===== config.mk =====
export PLATFORM = sky130hd
export DESIGN_NAME = alarm_unit
export DESIGN_NICKNAME = d
export VERILOG_FILES = /design/src/rtl/alarm_pkg.sv /design/src/rtl/alarm_regs.sv /design/src/rtl/alarm_cmp.sv /design/src/rtl/alarm_pin.sv /design/src/rtl/alarm_unit.sv
export SDC_FILE = /design/constraint.sdc
export NUM_CORES = 1
export LEC_CHECK = 0
export ABC_CLOCK_PERIOD_IN_PS = 8360
export BUFFER_PORTS_ARGS = -buffer_cell sky130_fd_sc_hd__buf_2
export CAP_MARGIN = 10
export CORE_MARGIN = 2
export CORE_UTILIZATION = 60
export CTS_CLUSTER_SIZE = 28
export DETAILED_ROUTE_END_ITERATION = 7
export PLACE_DENSITY_LB_ADDON = 0.15
export SLEW_MARGIN = 20
export SYNTH_ARGS = -nofsm -noshare
export SYNTH_HDL_FRONTEND = slang
export SYNTH_HIERARCHICAL = 1
export SYNTH_SLANG_ARGS = --single-unit

===== constraint.sdc =====
create_clock -name clk_i -period 8.36 [get_ports clk_i]
set_input_delay 0.418 -clock clk_i [delete_from_list [all_inputs] [get_ports clk_i]]
set_output_delay 0.418 -clock clk_i [all_outputs]
set_load 0.05 [all_outputs]

===== src/rtl/alarm_pkg.sv =====
package alarm_pkg;
  localparam int N_ALM   = 2;
  localparam int N_LINES = 2;
  localparam int THR_W   = 14;
  localparam int SRC_W   = 4;

  localparam logic [7:0] ADDR_MAG0_LO = 8'h20;
  localparam logic [7:0] ADDR_MAG0_HI = 8'h21;
  localparam logic [7:0] ADDR_MAG1_LO = 8'h22;
  localparam logic [7:0] ADDR_MAG1_HI = 8'h23;
  localparam logic [7:0] ADDR_CTL_LO  = 8'h28;
  localparam logic [7:0] ADDR_CTL_HI  = 8'h29;

  typedef struct packed {
    logic             en;
    logic             route;
    logic             cap;
    logic             gt;
    logic [THR_W-1:0] thr;
    logic [SRC_W-1:0] src;
  } alm_cfg_t;
endpackage


===== src/rtl/alarm_regs.sv =====
module alarm_regs
  import alarm_pkg::*;
(
  input  logic                   clk_i,
  input  logic                   rst_ni,
  input  logic                   wr_en_i,
  input  logic [7:0]             wr_addr_i,
  input  logic [7:0]             wr_data_i,
  output alm_cfg_t [N_ALM-1:0]   cfg_o,
  output logic                   line_sel_o,
  output logic                   act_high_o
);
  logic [15:0] mag_q [N_ALM];
  logic [7:0]  ctl_lo_q, ctl_hi_q;
  logic        hit;

  always_comb begin
    hit = wr_addr_i inside {ADDR_MAG0_LO, ADDR_MAG0_HI, ADDR_MAG1_LO,
                            ADDR_MAG1_HI, ADDR_CTL_LO, ADDR_CTL_HI};
  end

  always_ff @(posedge clk_i or negedge rst_ni) begin
    if (!rst_ni) begin
      mag_q[0] <= '0;
      mag_q[1] <= '0;
      ctl_lo_q <= '0;
      ctl_hi_q <= '0;
    end else if (wr_en_i) begin
      case (wr_addr_i)
        ADDR_MAG0_LO: mag_q[0][7:0]  <= wr_data_i;
        ADDR_MAG0_HI: mag_q[0][15:8] <= wr_data_i;
        ADDR_MAG1_LO: mag_q[1][7:0]  <= wr_data_i;
        ADDR_MAG1_HI: mag_q[1][15:8] <= wr_data_i;
        ADDR_CTL_LO:  ctl_lo_q       <= wr_data_i;
        ADDR_CTL_HI:  ctl_hi_q       <= wr_data_i;
        default: ;
      endcase
    end
  end

  for (genvar k = 0; k < N_ALM; k++) begin : g_cfg
    assign cfg_o[k].en    = ctl_lo_q[k];
    assign cfg_o[k].route = ctl_lo_q[2+k];
    assign cfg_o[k].cap   = ctl_lo_q[6+k];
    assign cfg_o[k].gt    = mag_q[k][15];
    assign cfg_o[k].thr   = mag_q[k][THR_W-1:0];
    assign cfg_o[k].src   = ctl_hi_q[k*SRC_W +: SRC_W];
  end

  assign line_sel_o = ctl_lo_q[4];
  assign act_high_o = ctl_lo_q[5];

  AST_STRAY_WRITE: assert property (@(posedge clk_i) disable iff (!rst_ni)
    (wr_en_i && !hit) |=> ($stable(ctl_lo_q) && $stable(ctl_hi_q)
                           && $stable(mag_q[0]) && $stable(mag_q[1])));
endmodule


===== src/rtl/alarm_cmp.sv =====
module alarm_cmp
  import alarm_pkg::*;
#(
  parameter int N_CH   = 4,
  parameter int DATA_W = 14
) (
  input  logic                     clk_i,
  input  logic                     rst_ni,
  input  logic                     sample_i,
  input  logic [N_CH*DATA_W-1:0]   ch_data_i,
  input  alm_cfg_t                 cfg_i,
  output logic                     active_o,
  output logic                     rise_o
);
  localparam int SEL_W = $clog2(N_CH);

  logic signed [DATA_W-1:0] vals [N_CH];
  logic signed [DATA_W-1:0] val, thr_ext;
  logic                     src_ok, trip;
  logic                     active_q, rise_q;

  for (genvar i = 0; i < N_CH; i++) begin : g_ch
    assign vals[i] = ch_data_i[i*DATA_W +: DATA_W];
  end

  always_comb begin
    src_ok  = 32'(cfg_i.src) < N_CH;
    val     = src_ok ? vals[cfg_i.src[SEL_W-1:0]] : '0;
    thr_ext = DATA_W'($signed(cfg_i.thr));
    trip    = cfg_i.en && src_ok && (cfg_i.gt ? (val > thr_ext) : (val < thr_ext));
  end

  always_ff @(posedge clk_i or negedge rst_ni) begin
    if (!rst_ni) begin
      active_q <= 1'b0;
      rise_q   <= 1'b0;
    end else begin
      rise_q <= sample_i && trip && !active_q && cfg_i.cap;
      if (sample_i) active_q <= trip;
    end
  end

  assign active_o = active_q;
  assign rise_o   = rise_q;

  AST_DISABLED_QUIET: assert property (@(posedge clk_i) disable iff (!rst_ni)
    (sample_i && !cfg_i.en) |=> !active_q);
  AST_BAD_SRC_QUIET: assert property (@(posedge clk_i) disable iff (!rst_ni)
    (sample_i && !src_ok) |=> !active_q);
  AST_HOLD_NO_STROBE: assert property (@(posedge clk_i) disable iff (!rst_ni)
    !sample_i |=> $stable(active_q));
  AST_RISE_SINGLE: assert property (@(posedge clk_i) disable iff (!rst_ni)
    rise_q |=> !rise_q);
  AST_RISE_ACTIVE: assert property (@(posedge clk_i) disable iff (!rst_ni)
    rise_q |-> (active_q && !$past(active_q)));
endmodule


===== src/rtl/alarm_pin.sv =====
module alarm_pin
  import alarm_pkg::*;
(
  input  logic               clk_i,
  input  logic               rst_ni,
  input  logic [N_ALM-1:0]   active_i,
  input  logic [N_ALM-1:0]   route_i,
  input  logic               line_sel_i,
  input  logic               act_high_i,
  input  logic [N_LINES-1:0] busy_i,
  output logic [N_LINES-1:0] oe_o,
  output logic [N_LINES-1:0] dio_o
);
  logic any_on, used;

  assign any_on = |(active_i & route_i);
  assign used   = |route_i;

  for (genvar l = 0; l < N_LINES; l++) begin : g_line
    assign oe_o[l]  = used && (32'(line_sel_i) == l) && !busy_i[l];
    assign dio_o[l] = oe_o[l] && (act_high_i ? any_on : !any_on);

    AST_YIELD: assert property (@(posedge clk_i) disable iff (!rst_ni)
      busy_i[l] |-> (!oe_o[l] && !dio_o[l]));
  end

  AST_ONE_LINE: assert property (@(posedge clk_i) disable iff (!rst_ni)
    $onehot0(oe_o));
endmodule


===== src/rtl/alarm_unit.sv =====
module alarm_unit
  import alarm_pkg::*;
#(
  parameter int N_CH   = 4,
  parameter int DATA_W = 14
) (
  input  logic                   clk_i,
  input  logic                   rst_ni,
  input  logic                   wr_en_i,
  input  logic [7:0]             wr_addr_i,
  input  logic [7:0]             wr_data_i,
  input  logic                   sample_i,
  input  logic [N_CH*DATA_W-1:0] ch_data_i,
  input  logic [1:0]             line_busy_i,
  output logic [1:0]             alarm_status_o,
  output logic                   capture_trig_o,
  output logic [1:0]             dio_oe_o,
  output logic [1:0]             dio_o
);
  alm_cfg_t [N_ALM-1:0] cfg;
  logic                 line_sel, act_high;
  logic [N_ALM-1:0]     active, rise, route;

  alarm_regs u_regs (
    .clk_i, .rst_ni, .wr_en_i, .wr_addr_i, .wr_data_i,
    .cfg_o(cfg), .line_sel_o(line_sel), .act_high_o(act_high)
  );

  for (genvar k = 0; k < N_ALM; k++) begin : g_alm
    alarm_cmp #(.N_CH(N_CH), .DATA_W(DATA_W)) u_cmp (
      .clk_i, .rst_ni, .sample_i, .ch_data_i,
      .cfg_i(cfg[k]), .active_o(active[k]), .rise_o(rise[k])
    );
    assign route[k] = cfg[k].route;
  end

  alarm_pin u_pin (
    .clk_i, .rst_ni, .active_i(active), .route_i(route),
    .line_sel_i(line_sel), .act_high_i(act_high), .busy_i(line_busy_i),
    .oe_o(dio_oe_o), .dio_o(dio_o)
  );

  assign alarm_status_o = active;
  assign capture_trig_o = |rise;

  AST_TRIG_AFTER_STROBE: assert property (@(posedge clk_i) disable iff (!rst_ni)
    capture_trig_o |-> $past(sample_i));
  AST_STATUS_ON_STROBE: assert property (@(posedge clk_i) disable iff (!rst_ni)
    !$stable(alarm_status_o) |-> $past(sample_i));
endmodule


## Word-level counts from Yosys, hierarchy flattened

Cells that the tools add are included.

| cells by class | value |
|---|---|
| $lt $le $gt $ge | 8 |
| equal/unequal tests | 6 |
| multiplexer cells | 11 |
| bitwise operators | 4 |
| reductions and logical operators | 30 |

Operators by type and width:

| cell | number |
|---|---|
| 2-to-1 mux 14 bit | 6 |
| binary-select mux 14 bit (select 2 bit) | 2 |
| == test 8 x 6 -> 1 bit, second input constant | 6 |
| > comparator 14 bit | 2 |
| less-than comparator 14 bit | 2 |
| logical AND 1 bit | 16 |
| AND reduction 2 bit | 6 |
| less-than comparator 4 x 3 -> 1 bit, second input constant | 2 |
| >= comparator 3 bit, second input constant | 2 |
| inverter 2 -> 3 bit | 2 |
| OR reduction 2 bit | 3 |
| zero test 1 bit | 5 |
| 2-to-1 mux 1 bit | 3 |
| AND 2 bit | 1 |
| inverter 1 bit | 1 |

| storage, ports and cells | value |
|---|---|
| bits in registers | 52 |
| output and inout port bits | 7 |

## Depth between registers and ports, before layout

| depth | value |
|---|---|
| depth after elaboration | 11 |
| gate-level depth with buffers | 11 |
| depth with buffers taken out | 9 |

## By module

The synthesis kept the hierarchy.

Modules (own cells, without submodules):

| module | instances | cells each | area an instance (um2) | sequential area each (um2) |
|---|---|---|---|---|
| alarm_cmp | 2 | 101 | 973.4 | 50.0 |
| alarm_regs | 1 | 105 | 1808.0 | 1151.1 |
| alarm_pin | 1 | 7 | 60.1 | 0.0 |
| alarm_unit | 1 | 1 | 6.3 | 0.0 |

## Worst setup path before layout

Ideal clock, no wire load.

| timing path | value |
|---|---|
| path kind | register to register |
| start point | register u_regs.ctl_hi_q[0] |
| end point | register g_alm[0].u_cmp.rise_q |
| setup time | 0.125 ns |
| arrival | 2.724 ns |
| path slack | 5.511 ns |
| cell stages (with the launch flop) | 12 |
| path buffers | 3 |
| cells stage by stage | dfrtp_1 buf_2 buf_4 mux4_2 and2_1 ha_1 buf_6 a21oi_2 o21ai_1 a211o_1 xor2_1 mux2_4 |

| between the ends | value |
|---|---|
| longest elaborated chain between the ends | 11 |
| elaborated cells on any way between the ends | 14 |

RTL lines:

| item | RTL line | RTL |
|---|---|---|
| start: declaration | alarm_regs.sv:14 | `logic [7:0] ctl_lo_q, ctl_hi_q;` |
| start signal: assignment | alarm_regs.sv:35 | `ADDR_CTL_HI: ctl_hi_q <= wr_data_i;` |
| inverter 2 -> 3 bit (implied by the code) | alarm_cmp.sv:28 | `val = src_ok ? vals[cfg_i.src[SEL_W-1:0]] : '0;` |
| binary-select mux 14 bit (select 2 bit) | alarm_cmp.sv:28 |  |
| 2-to-1 mux 14 bit (implied by the code) (2 in a row) | alarm_cmp.sv:28 |  |
| 2-to-1 mux 14 bit | alarm_cmp.sv:28 |  |
| less-than comparator 14 bit or > comparator 14 bit (tied branches) | alarm_cmp.sv:30 | `trip = cfg_i.en && src_ok && (cfg_i.gt ? (val > thr_ext) : (val < thr_ext));` |
| 2-to-1 mux 1 bit | alarm_cmp.sv:30 |  |
| logical AND 1 bit (*) | alarm_cmp.sv:30 |  |
| logical AND 1 bit (*) (3 in a row) | alarm_cmp.sv:38 | `rise_q <= sample_i && trip && !active_q && cfg_i.cap;` |
| end signal: assignment | alarm_cmp.sv:38 |  |
| end: declaration | alarm_cmp.sv:20 | `logic active_q, rise_q;` |

Mark *: on every way between the ends. The rest lies on a longest branch, timed or not. The select of a mux whose other input is x is not followed.
A chain may end at the register's enable or synchronous reset.

## Worst setup path in the final report

| timing path | value |
|---|---|
| start point | register u_regs.ctl_hi_q[0] |
| end point | register g_alm[0].u_cmp.active_q |

| between the ends | value |
|---|---|
| longest elaborated chain between the ends | 8 |
| elaborated cells on any way between the ends | 11 |

RTL lines:

| item | RTL line | RTL |
|---|---|---|
| inverter 2 -> 3 bit (implied by the code) | alarm_cmp.sv:28 |  |
| binary-select mux 14 bit (select 2 bit) | alarm_cmp.sv:28 |  |
| 2-to-1 mux 14 bit (implied by the code) (2 in a row) | alarm_cmp.sv:28 |  |
| 2-to-1 mux 14 bit | alarm_cmp.sv:28 |  |
| less-than comparator 14 bit or > comparator 14 bit (tied branches) | alarm_cmp.sv:30 |  |
| 2-to-1 mux 1 bit | alarm_cmp.sv:30 |  |
| logical AND 1 bit (*) | alarm_cmp.sv:30 |  |
| end signal: assignment | alarm_cmp.sv:39 | `if (sample_i) active_q <= trip;` |
| end: declaration | alarm_cmp.sv:20 |  |

Marks and branches as above.

==> impl_metrics.py <==
metrics = {
    "worst_setup_path": {
        "critical_path_class": "reg2reg",
        "slowest_delay_ns": 0.92,
        "cp-end-kind": "flip-flop",
        "cp.required_ns": 8.54,
        "crit_family": "flip-flops",
        "slowest_stage": "dfrtp_1",
        "path_cells": "mux4_2 -> and2_1 -> ha_1 -> nand4_4 -> o41ai_2 -> nor3_1 -> o21ai_0 -> nand3_1",
        "rrSetupSlack_ns": 4.96,
        "cp_max_fo": 15,
        "crit_buf_inv": 0,
        "start_kind": "flip-flop",
        "arrival_ns": 3.59,
    },
    "timing": {
        "relSlewSlack": 0.422,
        "tightest_slew_ns": 0.867,
        "finalHoldViolCount": 0,
        "fmax_mhz": 294,
        "final-setup-viol-count": 0,
        "rsz0062_at_grt": "false",
        "clock_skew_ns": 0.00700,
        "maxSlewViolCount": 0,
        "setup_tns_ns": 0,
        "fin_crit_ns": 3.40,
        "fin_crit_sh": 0.407,
    },
    "synth": {
        "ys_warn_count": 6,
        "syn-num-nets": 423,
        "synth.distinct_cells": 43,
        "synthArstFlopShare": 1.00,
        "synth_edf_count": 0,
        "syn_area_mm2": 0.00382,
        "avgSynthCellArea_um2": 12.1,
        "yosys.area.top_type": "dfrtp_1",
        "netlist_top_cells_count": "dfrtp_1, mux2_2, ha_1, inv_1, mux4_2",
        "syn-instance-count": 315,
        "synthTopCellsByArea": "dfrtp_1, mux4_2, mux2_2",
        "ys_seq_area_frac": 0.327,
        "synth-seq-cells": 50,
        "ys.flop_type": "dfrtp_1",
        "synthDominantCellAreaShare": 0.327,
        "synthMostInstantiatedCell": "dfrtp_1",
    },
    "detailed_routing": {
        "wl_um": 8790,
        "drc": 0,
        "via_count": 2797,
        "drt_iter0_drc": 118,
        "dr.pass1.iters": 4,
        "viasPerCell": 5.93,
        "ant_nets": 0,
        "wire_per_inst_um": 18.6,
    },
    "global_route": {
        "grtUsageMet3": 0.0307,
        "antenna_found_initial": 0,
        "grt_usage": 0.262,
        "grt_pass1_vias": 3001,
        "grt_use_met2": 0.488,
        "grt_max_degree": 51,
        "grtUsageMet1": 0.326,
        "grt_first_pass_wirelength_um": 14500,
        "gr-max-usage-layer": "met2",
        "grt-ovfl-total": 0,
    },
    "clocking": {
        "cts_buffers": 5,
        "cts.clk_slew.worst_paths_ns": 0.10,
        "cts_buffer_depth": 2,
        "hold_buffers": 0,
        "clk-insertion-delay-late_ns": 0.31,
        "clock-root-buffer": "clkbuf_8",
        "cts_tree": "done",
        "post_cts_resized": 0,
        "cts.sinks": 50,
        "post-cts-setup-buffers": 0,
        "ctsHtreeMaxLevel": 2,
    },
    "layout": {
        "final_nets": 502,
        "fin_cells": 472,
        "drive_above_1_share": 0.484,
        "diodes": 0,
        "syn_to_final_growth_pct": 14.5,
    },
    "pwr": {
        "power_frac_seq": 0.432,
        "ir_worst_vdd_mv": 0.121,
        "p_switching_uw": 184,
        "power_density_mw_per_mm2": 140,
        "pwr-share-clk": 0.287,
        "p_leak_nw": 2.02,
        "finalPower_uw": 614,
        "switching_share": 0.300,
        "internal-power_uw": 430,
        "pwr-share-comb": 0.281,
    },
    "floorplan": {
        "core_area_mm2": 0.00624,
        "ios": 85,
        "rows": 29,
        "fp.dieW_um": 83.8,
        "start_util": 0.612,
        "die_h_um": 83.8,
        "dieArea_mm2": 0.00702,
    },
    "status": {
        "status": "complete, no violations",
    },
    "job": {
        "max_cap_violations": 0,
    },
    "place": {
        "dp.cells": 464,
        "gp_congestion": 0.899,
        "numPortBuffers": 84,
        "dp_hpwl_um": 6870,
    },
    "hold_path": {
        "worst_hold_path_type": "in2async",
    },
}
==> state kept, by name, summed over array words and instances, names as in the netlist <==
register / count
u_regs/cfg_o: 30
g_alm.u_cmp/rise_o: 2
u_regs/ctl_lo_q: 8
u_regs/ctl_hi_q: 8
g_alm.u_cmp/active_o: 2
==> power groups by stage <==
stage          combinational (mW)  sequential [mW]  clock (mW)
2_1_floorplan               0.123            0.264           0
3_3_place_gp                0.166            0.270           0
3_5_place_dp                0.172            0.271           0
4_1_cts                     0.173            0.266       0.180
5_1_grt                     0.192            0.267       0.189
6_report                    0.173            0.265       0.176
==> final cells by class <==
class / instances / area [µm²]
fillers: 484 / 1870
clock buffers: 5 / 68.8
multi-input cells: 223 / 2380
repair buffers: 84 / 423
flip-flops and latches: 50 / 1250
inverters: 30 / 113
clock inverters: 3 / 47.5
well taps: 77 / 96.3
==> cell usage in the layout, fill, tap and decap left out, types with 5 or more instances in the layout <==
cell and count:
a21oi_1 10, clkbuf_8 5, buf_2 83, dfrtp_1 50, nor2_1 8, nand2_1 12
mux4_2 28, ha_1 30, mux2_2 46, and2_1 26, inv_1 30
==> final timing paths <==
check,from,to,cells after the start
setup / recovery,u_regs/ctl_hi_q[0]$_DFFE_PN0P_,g_alm[0].u_cmp/active_o$_DFFE_PN0P_,8
hold / removal,rst_ni,u_regs/cfg_o[10]$_DFFE_PN0P_,1
setup reg to reg,u_regs/ctl_hi_q[0]$_DFFE_PN0P_,g_alm[0].u_cmp/active_o$_DFFE_PN0P_,8
hold reg to reg,u_regs/cfg_o[9]$_DFFE_PN0P_,u_regs/cfg_o[9]$_DFFE_PN0P_,1
max in group asynchronous,rst_ni,u_regs/ctl_hi_q[5]$_DFFE_PN0P_,1
min in group clk_i,wr_data_i[6],u_regs/cfg_o[10]$_DFFE_PN0P_,2
==> per-layer routing <==
layer,part of all wire,routed length [µm]
met2,0.55,4810
met3,0.039,341
met4,0.014,123
met5,0,0
met1,0.40,3510
==> kinds of logic (layout without fill, tap and decap cells) <==
family | count (synthesis) | in the layout | share of synthesized area
buffers and inverters | 42 | 122 | 0.0508
xor gates and xnor gates | 3 | 3 | 0.00688
adders and majority gates | 30 | 30 | 0.0982
DFF | 50 | 50 | 0.327
AOI/OAI and AO/OA | 29 | 29 | 0.0563
muxes | 76 | 76 | 0.308
and+or+nand+nor | 85 | 85 | 0.152
==> worst register-to-register path, stage by stage (launching register included) <==
cell	delay, ns
dfrtp_1	0.92
mux4_2	0.59
and2_1	0.18
ha_1	0.48
nand4_4	0.17
o41ai_2	0.53
nor3_1	0.11
o21ai_0	0.21
nand3_1	0.10
==> through the flow <==
step	cell area, µm²	utilization	setup WS (ns)	hold slack, ns
finish	4380	0.701	4.96	0.136
global route	4380	0.701	4.69	0.173
CTS	4370	0.701	4.91	0.358
detailed placement	4260	0.682	4.97	0.493
global placement	4260	0.682	4.98	0.489
floorplan	3820	-	5.51	0.122
Power figures use the tool's default switching activity.
